$ cat src/rtl/brc_pkg.sv
package brc_pkg;

    typedef enum logic [0:0] {
        ST_IDLE   = 1'b0,
        ST_RESULT = 1'b1
    } brc_state_e;

    typedef struct packed {
        logic v;
        logic i;
        logic h;
        logic n;
        logic z;
        logic c;
    } brc_flags_t;

    localparam logic [3:0] CC_ALWAYS = 4'h0;
    localparam logic [3:0] CC_NEVER  = 4'h1;
    localparam logic [3:0] CC_UGT    = 4'h2;
    localparam logic [3:0] CC_ULE    = 4'h3;
    localparam logic [3:0] CC_NC     = 4'h4;
    localparam logic [3:0] CC_C      = 4'h5;
    localparam logic [3:0] CC_NE     = 4'h6;
    localparam logic [3:0] CC_EQ     = 4'h7;
    localparam logic [3:0] CC_NV     = 4'h8;
    localparam logic [3:0] CC_V      = 4'h9;
    localparam logic [3:0] CC_PL     = 4'hA;
    localparam logic [3:0] CC_MI     = 4'hB;
    localparam logic [3:0] CC_SGT    = 4'hC;
    localparam logic [3:0] CC_SLE    = 4'hD;
    localparam logic [3:0] CC_SGE    = 4'hE;
    localparam logic [3:0] CC_SLT    = 4'hF;

endpackage

$ cat src/rtl/brc_cond_eval.sv
module brc_cond_eval
    import brc_pkg::*;
(
    input  logic [3:0]  code,
    input  logic        alt,
    input  brc_flags_t  flg,
    input  logic        line_lvl,
    output logic        hit
);

    logic signed_eq;

    always_comb begin
        signed_eq = (flg.n == flg.v);
        hit = 1'b0;
        unique case (code)
            CC_ALWAYS: hit = 1'b1;
            CC_NEVER:  hit = 1'b0;
            CC_UGT:    hit = ~flg.c & ~flg.z;
            CC_ULE:    hit = flg.c | flg.z;
            CC_NC:     hit = ~flg.c;
            CC_C:      hit = flg.c;
            CC_NE:     hit = ~flg.z;
            CC_EQ:     hit = flg.z;
            CC_NV:     hit = alt ? ~flg.h : ~flg.v;
            CC_V:      hit = alt ?  flg.h :  flg.v;
            CC_PL:     hit = ~flg.n;
            CC_MI:     hit = flg.n;
            CC_SGT:    hit = alt ? ~flg.i : (~flg.z & signed_eq);
            CC_SLE:    hit = alt ?  flg.i : (flg.z | ~signed_eq);
            CC_SGE:    hit = alt ? ~line_lvl : signed_eq;
            CC_SLT:    hit = alt ?  line_lvl : ~signed_eq;
            default:   hit = 1'b0;
        endcase
    end

endmodule

$ cat src/rtl/brc_bit_probe.sv
module brc_bit_probe #(
    parameter int DATA_W = 8,
    localparam int IDX_W = $clog2(DATA_W)
) (
    input  logic [DATA_W-1:0] data,
    input  logic [IDX_W-1:0]  idx,
    input  logic              want_clear,
    output logic              hit
);

    logic sel_bit;

    always_comb begin
        sel_bit = data[idx];
        hit     = want_clear ? ~sel_bit : sel_bit;
    end

endmodule

$ cat src/rtl/brc_target_calc.sv
module brc_target_calc #(
    parameter int ADDR_W = 24,
    parameter int WRAP_W = 16,
    parameter int OFS_W  = 8
) (
    input  logic [ADDR_W-1:0] base,
    input  logic [OFS_W-1:0]  ofs,
    output logic [ADDR_W-1:0] dest
);

    logic [WRAP_W-1:0] ofs_ext;
    logic [WRAP_W-1:0] low_sum;

    always_comb begin
        ofs_ext = {{(WRAP_W-OFS_W){ofs[OFS_W-1]}}, ofs};
        low_sum = base[WRAP_W-1:0] + ofs_ext;
    end

    generate
        if (WRAP_W < ADDR_W) begin : g_keep_upper
            assign dest = {base[ADDR_W-1:WRAP_W], low_sum};
        end else begin : g_full_wrap
            assign dest = low_sum;
        end
    endgenerate

endmodule

$ cat src/rtl/brc_branch_unit.sv
module brc_branch_unit
    import brc_pkg::*;
#(
    parameter int ADDR_W = 24,
    parameter int WRAP_W = 16,
    parameter int OFS_W  = 8,
    parameter int DATA_W = 8,
    localparam int IDX_W = $clog2(DATA_W),
    localparam int CODE_W = IDX_W + 1
) (
    input  logic              clk,
    input  logic              rst_n,
    input  logic              in_valid,
    input  logic              bit_test,
    input  logic [CODE_W-1:0] cond_code,
    input  logic              alt_prefix,
    input  logic              flag_v,
    input  logic              flag_i,
    input  logic              flag_h,
    input  logic              flag_n,
    input  logic              flag_z,
    input  logic              flag_c,
    input  logic              irq_level,
    input  logic [ADDR_W-1:0] next_addr,
    input  logic [OFS_W-1:0]  rel_offset,
    input  logic [DATA_W-1:0] test_byte,
    output logic              out_valid,
    output logic              taken,
    output logic              illegal,
    output logic [ADDR_W-1:0] target
);

    brc_state_e  state_q, state_d;
    brc_flags_t  flags_in;
    logic        cond_hit;
    logic        bit_hit;
    logic        undef_req;
    logic        decide;
    logic [ADDR_W-1:0] dest_w;

    assign flags_in = '{v: flag_v, i: flag_i, h: flag_h,
                        n: flag_n, z: flag_z, c: flag_c};

    brc_cond_eval u_cond (
        .code     (cond_code),
        .alt      (alt_prefix),
        .flg      (flags_in),
        .line_lvl (irq_level),
        .hit      (cond_hit)
    );

    brc_bit_probe #(.DATA_W(DATA_W)) u_bit (
        .data       (test_byte),
        .idx        (cond_code[CODE_W-1:1]),
        .want_clear (cond_code[0]),
        .hit        (bit_hit)
    );

    brc_target_calc #(.ADDR_W(ADDR_W), .WRAP_W(WRAP_W), .OFS_W(OFS_W)) u_tgt (
        .base (next_addr),
        .ofs  (rel_offset),
        .dest (dest_w)
    );

    always_comb begin
        undef_req = bit_test & alt_prefix;
        if (undef_req)     decide = 1'b0;
        else if (bit_test) decide = bit_hit;
        else               decide = cond_hit;
    end

    // next-state logic
    always_comb begin
        state_d = state_q;
        unique case (state_q)
            ST_IDLE:   state_d = in_valid ? ST_RESULT : ST_IDLE;
            ST_RESULT: state_d = in_valid ? ST_RESULT : ST_IDLE;
        endcase
    end

    // state register
    always_ff @(posedge clk or negedge rst_n) begin
        if (!rst_n) state_q <= ST_IDLE;
        else        state_q <= state_d;
    end

    // output registers
    always_ff @(posedge clk or negedge rst_n) begin
        if (!rst_n) begin
            taken   <= 1'b0;
            illegal <= 1'b0;
            target  <= '0;
        end else if (in_valid) begin
            taken   <= decide;
            illegal <= undef_req;
            target  <= dest_w;
        end
    end

    assign out_valid = (state_q == ST_RESULT);

    AST_RESULT_FOLLOWS: assert property (@(posedge clk) disable iff (!rst_n)
        in_valid |=> out_valid);
    AST_NO_SPURIOUS: assert property (@(posedge clk) disable iff (!rst_n)
        !in_valid |=> !out_valid);
    AST_ILLEGAL_BLOCKS: assert property (@(posedge clk) disable iff (!rst_n)
        (out_valid && illegal) |-> !taken);
    AST_ALT_BITTEST_FLAG: assert property (@(posedge clk) disable iff (!rst_n)
        (in_valid && bit_test && alt_prefix) |=> illegal);
    AST_ALWAYS_CODE: assert property (@(posedge clk) disable iff (!rst_n)
        (in_valid && !bit_test && cond_code == CC_ALWAYS) |=> taken);
    AST_NEVER_CODE: assert property (@(posedge clk) disable iff (!rst_n)
        (in_valid && !bit_test && cond_code == CC_NEVER) |=> !taken);
    AST_BIT_SET_SENSE: assert property (@(posedge clk) disable iff (!rst_n)
        (in_valid && bit_test && !alt_prefix && !cond_code[0])
        |=> taken == $past(test_byte[cond_code[CODE_W-1:1]]));
    AST_HOLD_QUIET: assert property (@(posedge clk) disable iff (!rst_n)
        !in_valid |=> ($stable(taken) && $stable(illegal) && $stable(target)));

    generate
        if (WRAP_W < ADDR_W) begin : g_upper_chk
            AST_UPPER_KEPT: assert property (@(posedge clk) disable iff (!rst_n)
                in_valid |=> target[ADDR_W-1:WRAP_W] == $past(next_addr[ADDR_W-1:WRAP_W]));
        end
    endgenerate

endmodule

$ cat config.mk
export PLATFORM = sky130hd
export DESIGN_NAME = brc_branch_unit
export DESIGN_NICKNAME = d
export VERILOG_FILES = /design/src/rtl/brc_pkg.sv /design/src/rtl/brc_cond_eval.sv /design/src/rtl/brc_bit_probe.sv /design/src/rtl/brc_target_calc.sv /design/src/rtl/brc_branch_unit.sv
export SDC_FILE = /design/constraint.sdc
export NUM_CORES = 1
export LEC_CHECK = 0
export ABC_AREA = 0
export BUFFER_PORTS_ARGS = -buffer_cell sky130_fd_sc_hd__buf_2
export CORE_MARGIN = 4
export CORE_UTILIZATION = 45
export CTS_BUF_LIST = sky130_fd_sc_hd__clkbuf_4 sky130_fd_sc_hd__clkbuf_8
export CTS_CLUSTER_SIZE = 20
export DETAILED_ROUTE_END_ITERATION = 10
export PLACE_DENSITY_LB_ADDON = 0.3
export SLEW_MARGIN = 20
export SYNTH_ARGS = -nofsm -noshare
export SYNTH_HDL_FRONTEND = slang
export SYNTH_HIERARCHICAL = 1
export SYNTH_SLANG_ARGS = --single-unit
$ cat constraint.sdc
create_clock -name clk -period 1.62 [get_ports clk]
set_input_delay 0.324 -clock clk [delete_from_list [all_inputs] [get_ports clk]]
set_output_delay 0.324 -clock clk [all_outputs]
set_load 0.02 [all_outputs]
; ---- Word-level counts from Yosys, hierarchy flattened
; Cells that the tools add are included.
[word_totals]
reg_bits = 27
in_bits = 56
output_inout_bits = 27
[op_classes]
addsub = 1
n_lt_le_gt_ge = 1
eq_ne = 16
mux = 13
bitwise = 14
n_reduce_logical = 1
[ops]
columns = operator, n
row1 = "4-bit equality test, second input constant", 8
row2 = 16-bit adder, 1
row3 = "4-bit by 3-bit equality test with 1-bit output, second input constant", 4
row4 = 1-bit case mux with 16 select lines, 1
row5 = 1-bit two-way mux, 11
row6 = 1-bit inverter, 9
row7 = "4-bit by 2-bit equality test with 1-bit output, second input constant", 2
row8 = "4-bit by 1-bit equality test with 1-bit output, second input constant", 1
row9 = 4-bit zero test, 1
row10 = "3-bit by 4-bit < comparator with 1-bit output, second input constant", 1
row11 = 1-bit AND, 3
row12 = 1-bit binary-select mux with 3-bit select, 1
row13 = 1-bit OR, 2
row14 = 1-bit equality test, 1

; ---- Depth between registers and ports, before layout
; Gate-level depths: netlist of run 1.
[logic_depth]
depth_word = 7
mapped_depth = 8
ltp_nobuf = 8

; ---- Hierarchy
; Netlist of run 1, hierarchy kept.
[by_module_without_submodules]
columns = module, n_inst, cells_per_inst, area_each_um2, seq_area_each_um2
row1 = brc_branch_unit, 1, 61, 1086.0, 675.6
row2 = brc_target_calc, 1, 106, 784.5, 0.0
row3 = brc_cond_eval, 1, 25, 162.7, 0.0
row4 = brc_bit_probe, 1, 7, 76.3, 0.0

; ---- Worst setup path after synthesis of run 1
; Ideal clock, no wire load.
[synth_path]
path_type = input-to-reg
startpoint = input next_addr[0]
endpoint = register target[10]
setup_time_ps = 125
t_arrival_ps = 2211
required_time_ps = 1495
path_slack_ps = -716
cell_stages = 8
cell_sequence = ha_1 > fa_1 > a21o_2 > a311oi_2 > o21ai_0 > a311oi_1 > nor3_1 > mux2_4
[synth_between]
elab_chain_cells = 1
[synth_rtl]
columns = element, line_no
row1 = from (decl), brc_branch_unit.sv:24  ; input logic [ADDR_W-1:0] next_addr,
row2 = 16-bit adder, brc_target_calc.sv:16  ; low_sum = base[WRAP_W-1:0] + ofs_ext;
row3 = via dest_w[10], brc_branch_unit.sv:39  ; logic [ADDR_W-1:0] dest_w;
row4 = to (signal assigned), brc_branch_unit.sv:96  ; target <= dest_w;
row5 = to (decl), brc_branch_unit.sv:30  ; output logic [ADDR_W-1:0] target
; The timed path passes the listed nets, and every way through them passes these cells.
; A chain may end at the register's enable or synchronous reset.

; ---- Worst setup path in the final report of run 1
[layout_path]
startpoint = input rel_offset[0]
endpoint = register target[10]
[layout_between]
elab_chain_cells = 1
[layout_rtl]
columns = element, line_no
row1 = from (decl), brc_branch_unit.sv:25  ; input logic [OFS_W-1:0] rel_offset,
row2 = 16-bit adder, brc_target_calc.sv:16
row3 = via dest_w[10], brc_branch_unit.sv:39
; The timed path passes the listed nets, and every way through them passes these cells.

==> results of run 1 <==
## critical path: stages
cell and delay (ns):
buf_6 0.10, ha_4 0.15, fa_2 0.34, a21o_4 0.24, a311oi_4 0.29, o21ai_1 0.15
a311oi_2 0.27, nor3_1 0.09, mux2_4 0.28
## cells in the mapped netlist, types with 2 or more instances
master     n  area (um2)
inv_1      6       22.52
buf_6      2       22.52
clkbuf_2   2       10.01
nor3_1     4       20.02
nor2_1     6       22.52
a21oi_1   18       90.09
nand2_1   10       37.54
buf_4      8       60.06
dfrtp_1   27       675.7
nor2b_1    2       12.51
o21ai_0   11       55.05
a31oi_1    2       12.51
a21o_1     2       15.01
o21bai_1   2       15.01
a211o_1    2       17.52
xnor2_1   13       113.9
ha_1      15       187.7
mux2_4    16       240.2
mux2_2     8       90.09
mux2i_1    8       80.08
nand3_1    7       35.03
a211oi_1   2       15.01
o211ai_1   3       22.52
xor2_1     5       43.79
## stage by stage
| stage | cells | hold WS [ns] |
|---|---|---|
| global route | 372 | 0.07308 |
| global placement | 359 | 0.3545 |
| finish | 372 | 0.04061 |
| detailed placement | 359 | 0.3624 |
| CTS | 368 | 0.05461 |
| floorplan | 199 | 0.02841 |
## per-layer routing
layer | share of wire [%] | vias to the layer above | global-route usage (%)
met5 | 0 | - | 0
met4 | 1.3 | 0 | 4.710
met3 | 4.0 | 10 | 2.364
met2 | 52 | 67 | 34.97
met1 | 42 | 969 | 25.51
li1 | - | 969 | -
## sequential cells by signal, indices dropped and copies added, names as in the netlist
register   flops
illegal        1
target        24
taken          1
out_valid      1
## what timing repair did
action                                  in CTS  in global routing
endpoints found under the setup margin      10                 11
pin swaps                                   10                 14
buffers inserted                             5                  4
hold buffers                                 0                  0
gates resized for setup                     22                 24
## kinds of logic (layout without fill, tap and decap cells)
| kind of cell | count (synthesis) | count (layout) |
|---|---|---|
| AO/OA/AOI/OAI | 49 | 49 |
| XOR/XNOR | 18 | 18 |
| adder cells (fa/ha/maj) | 16 | 16 |
| buffers and inverters | 19 | 140 |
| flip-flops | 27 | 27 |
| multiplexers | 33 | 33 |
| AND/OR/NAND/NOR | 37 | 37 |
## area by class of cell
type                       count  area, um2  area share, %
sequential                    27      675.6          20.45
multi-input combinational    153       1678          50.80
clock buffer                   3      41.29          1.250
clock inverter                 1      7.507         0.2273
tap                           52      65.06          1.970
timing repair buffer         130      813.3          24.62
inverter                       6      22.52         0.6818
## worst max path at each step
stage | cells past startpoint | end | from | slack [ns]
finish | 9 | target[10]$_DFFE_PN0P_ | rel_offset[0] | -0.47
floorplan | 8 | target[10]$_DFFE_PN0P_ | next_addr[0] | -0.47
CTS | 9 | target[10]$_DFFE_PN0P_ | next_addr[0] | -0.43
global route | 9 | target[10]$_DFFE_PN0P_ | rel_offset[0] | -0.56
detailed placement | 9 | target[10]$_DFFE_PN0P_ | next_addr[0] | -0.82
global placement | 9 | target[12]$_DFFE_PN0P_ | next_addr[0] | -0.68
## power breakdown
group | total (W) | switching, W | internal, W | leakage [nW]
combinational | 0.00132 | 0.000652 | 0.000667 | 1.20
sequential | 0.000871 | 0.0000703 | 0.000801 | 0.317
clock | 0.000376 | 0.000201 | 0.000174 | 0.0217
==> flow_summary.toml, run 1 <==
[clock_tree]
cts_buffer_depth = 2
clk_latency_ns = 0.26
cts_inserted_buffers = 3
clkSlewWorstSetupHoldPaths_ns = 0.09
clock_sinks = 27
cts_root_buf = "clkbuf_8"
h-tree-depth = 1
cts_tree = "yes"

[die]
die_x_um = 76.47
dieArea_um2 = 5847
die-height_um = 76.47
initial_core_util_pct = 47.47
pin_count = 83
core_area_um2 = 4444
num_rows = 24

[logic_synthesis]
yosys.area_share.xor_xnor_pct = 7.473
yosysWarnings = 6
ys_ff_latch = 27
synth_compound_area_share_pct = 15.07
syn_avg_cell_area_um2 = 10.60
ys_types = 42
synth_flop_cell = "dfrtp_1"
synth-adder-area-share_pct = 9.846
synth_async_sr_flop_share_pct = 100.0
synth_edf_count = 0
synth_area_um2 = 2110
synth_simple_gate_area_share_pct = 8.660
synth_nets = 271
netlist_instances = 199
synth_mux_area_share_pct = 20.52
synth_top_family_by_area = "multiplexers"
yosysSeqAreaShare_pct = 32.03

[drt]
drtIter0Drc = 69
finalWirelength_um = 5812
dr.pass1.iters = 4
drt_drc_violations_left = 0
via_per_inst = 5.417
vias = 2015
final_antenna_net_count = 0
wl_per_cell_um = 15.62

[pwr]
power_density_nw_per_um2 = 776.9
power_w = 0.002566
peakVddDrop_mv = 0.5666
p_leak_nw = 1.534

[hold_path]
min_path_type = "in2async"

[cells_and_area]
n_fill_cell = 295
layout-drive-gt1-share_pct = 66.25
final_cell_mix = "79 x buf_2, 44 x buf_4, 27 x dfrtp_1"
antenna_cells = 0
area_delta_synth_final_pct = 56.58
final_common_cell = "buf_2"
final_design_area_no_fill_um2 = 3303
utilization_pct = 74.32
nets = 393

[run_status]
violations = "setup timing"
outcome = "complete, but fails checks"

[place]
portBuffers = 82
placed_cell_area_um2 = 2982
dp_hpwl_um = 4241
post-place-ws_ns = -0.8188
gp_congestion = 0.8576

[timing]
slew_headroom_pct = 61.34
fin_tns_setup_ns = -2.473
period_share_pct = 129.3
fin_skew_ns = 0
tightest_slew_ns = 0.5799
fin_crit_ns = 2.094
setup_viol = 11
max_freq_ghz = 0.4775
slew_viol_final = 0
rsz0062_at_grt = "yes"
fin_ws_ns = -0.4744
hold_violations = 0

[global_route]
first_global_vias = 2084
track_usage_pct = 19.75
grt_pass1_wl_um = 9722
antenna_found_initial = 0
grt_max_degree = 30
grt_overflow = 0

[setup_path]
reg2reg_depth = 1
crit_arrival_ns = 2.25
reg2reg_from = "target[14]$_DFFE_PN0P_"
rr_endpoint = "target[14]$_DFFE_PN0P_"
cp.required_ns = 1.78
startpoint_type = "input pin"
cp-end-kind = "flop"
reg2reg_setup_slack_ns = 0.81
worst-setup-path-type = "in2reg"
worstPathMaxFanout = 3

[run]
maxCapViolations = 0
Power figures use the tool's default switching activity.
==> run 2, diff against run 1 <==
clock period = 2.2 ns   (was 1.62 ns; I/O delays follow)
==> run 2 against run 1 <==
Compared with the run above:
- the run now ends clean
- final cell count shrank 7.8%
- via count fell by 10%
- global-route usage down 4.0 points
- largest power group unchanged
==> flow_summary.toml, run 2 (synthesized netlist as in run 1, its figures left out) <==
[die]
die_x_um = 76.47
pin_count = 83
die-height_um = 76.47
initial_core_util_pct = 47.47
num_rows = 24
dieArea_um2 = 5847
core_area_um2 = 4444

[setup_path]
reg2reg_setup_slack_ns = 1.41
cp.required_ns = 2.37
worst-path-stages = 9
path_delay_family = "compound AO/OA/AOI/OAI gates"
worstPathMaxFanout = 3
crit_arrival_ns = 2.29
crit_end = "target[10]$_DFFE_PN0P_"
slowest_stage = "fa_2"
reg2reg_depth = 1
reg2reg_from = "target[14]$_DFFE_PN0P_"
cp-end-kind = "flop"
startpoint = "next_addr[0]"
cp_slowest_stage_delay_ns = 0.35
critPathBufInv = 1
rr_endpoint = "target[14]$_DFFE_PN0P_"
startpoint_type = "input pin"
crit_chain = "buf_6 > ha_4 > fa_2 > a21o_4 > a311oi_4 > o21ai_1 > a311oi_2 > nor3_1 > mux2_4"
worst-setup-path-type = "in2reg"

[drt]
via_per_inst = 5.283
finalWirelength_um = 4736
drtIter0Drc = 56
final_antenna_net_count = 0
vias = 1812
wl_per_cell_um = 13.81
dr.pass1.iters = 4
drt_drc_violations_left = 0

[place]
placed_cells = 338
dp_hpwl_um = 3872
gp_congestion = 0.8595
portBuffers = 82
post-place-ws_ns = -0.2594

[global_route]
track_usage_pct = 15.72
grt_use_met2_pct = 25.92
grt_util_met1_pct = 21.78
antenna_found_initial = 0
met3_usage_pct = 3.783
top_usage_layer = "met2"
first_global_vias = 1715
grt_overflow = 0
grt_max_degree = 28
grt_pass1_wl_um = 7859

[timing]
hold_violations = 0
fin_tns_setup_ns = 0
period_share_pct = 96.47
slew_headroom_pct = 61.41
slew_viol_final = 0
tightest_slew_ns = 0.5789
setup_viol = 0
fin_skew_ns = 0
fin_ws_ns = 0.07772
fin_crit_ns = 2.122
max_freq_ghz = 0.4712

[cells_and_area]
multi_input_area_um2 = 1343
final_common_cell = "buf_2"
area_delta_synth_final_pct = 28.94
final_cell_mix = "80 x buf_2, 27 x dfrtp_1, 19 x buf_4"
seqCellArea_um2 = 675.6
utilization_pct = 61.21
top_register = "target"
largest_reg_flops = 24
fin_cells = 343
nets = 364
layout-drive-gt1-share_pct = 47.42
antenna_cells = 0
n_fill_cell = 395

[clock_tree]
cts_buffer_depth = 2
cts_tree = "yes"
clock_sinks = 27
clkSlewWorstSetupHoldPaths_ns = 0.10
h-tree-depth = 1
clk_latency_ns = 0.27
cts_root_buf = "clkbuf_8"
hold_buffers = 0
cts_inserted_buffers = 3

[hold_path]
min_path_type = "in2async"

[pwr]
p_int_w = 0.001089
switching_share_pct = 35.59
pwr-share-comb_pct = 44.7
p_seq_share_pct = 38.2
clockPowerShare_pct = 17.1
peakVddDrop_mv = 0.3234
p_leak_nw = 1.344
switchingPower_w = 0.0006018
power_density_nw_per_um2 = 621.7
power_w = 0.001691

[run]
maxCapViolations = 0

[run_status]
outcome = "completed"
[run 2: cell count changes in the layout (fill, tap and decap cells not counted), sizes merged]
cell,delta
buf,-29
[run 2: how the worst min path moves through the flow]
stage	slack, ns	endpoint	start	cells after the start
final	0.15	target[2]$_DFFE_PN0P_	rst_n	1
after global routing	0.20	target[2]$_DFFE_PN0P_	rst_n	1
after CTS	0.17	target[2]$_DFFE_PN0P_	rst_n	1
after detailed placement	0.48	target[4]$_DFFE_PN0P_	rst_n	1
after global placement	0.48	target[2]$_DFFE_PN0P_	rst_n	1
after floorplan	0.14	illegal$_DFFE_PN0P_	rst_n	0
[run 2: power groups by stage]
stage	combinational, W	clock (W)	sequential [W]
6_report	0.000756	0.000288	0.000646
2_1_floorplan	0.000377	0	0.000765
3_5_place_dp	0.000751	0	0.000651
3_3_place_gp	0.000740	0	0.000652
5_1_grt	0.000821	0.000313	0.000661
4_1_cts	0.000750	0.000295	0.000647
[run 2: layout make-up]
| cell class | instances | area share, % |
|---|---|---|
| Tap cell | 52 | 2.392 |
| Clock inverter | 1 | 0.2760 |
| Timing Repair Buffer | 101 | 20.79 |
| Multi-Input combinational cell | 153 | 49.36 |
| Sequential cell | 27 | 24.84 |
| Inverter | 6 | 0.8280 |
| Clock buffer | 3 | 1.518 |
[run 2: routing by layer]
metal	part of all wire, %	vias to the layer above
met3	5.9	2
met2	47	63
li1	-	903
met4	0.084	0
met1	47	844
met5	0	-
[run 2: what timing repair did]
action | in CTS | in global routing
resized for setup | 0 | 5
setup buffers | 0 | 1
endpoints found under the setup margin | 0 | 4
[run 2: through the flow]
stage | instance area (um2) | hold WS, ns
after floorplan | 2130 | 0.1444
after global placement | 2628 | 0.4773
after detailed placement | 2628 | 0.4792
after CTS | 2676 | 0.1731
after global routing | 2720 | 0.2037
final | 2720 | 0.1531
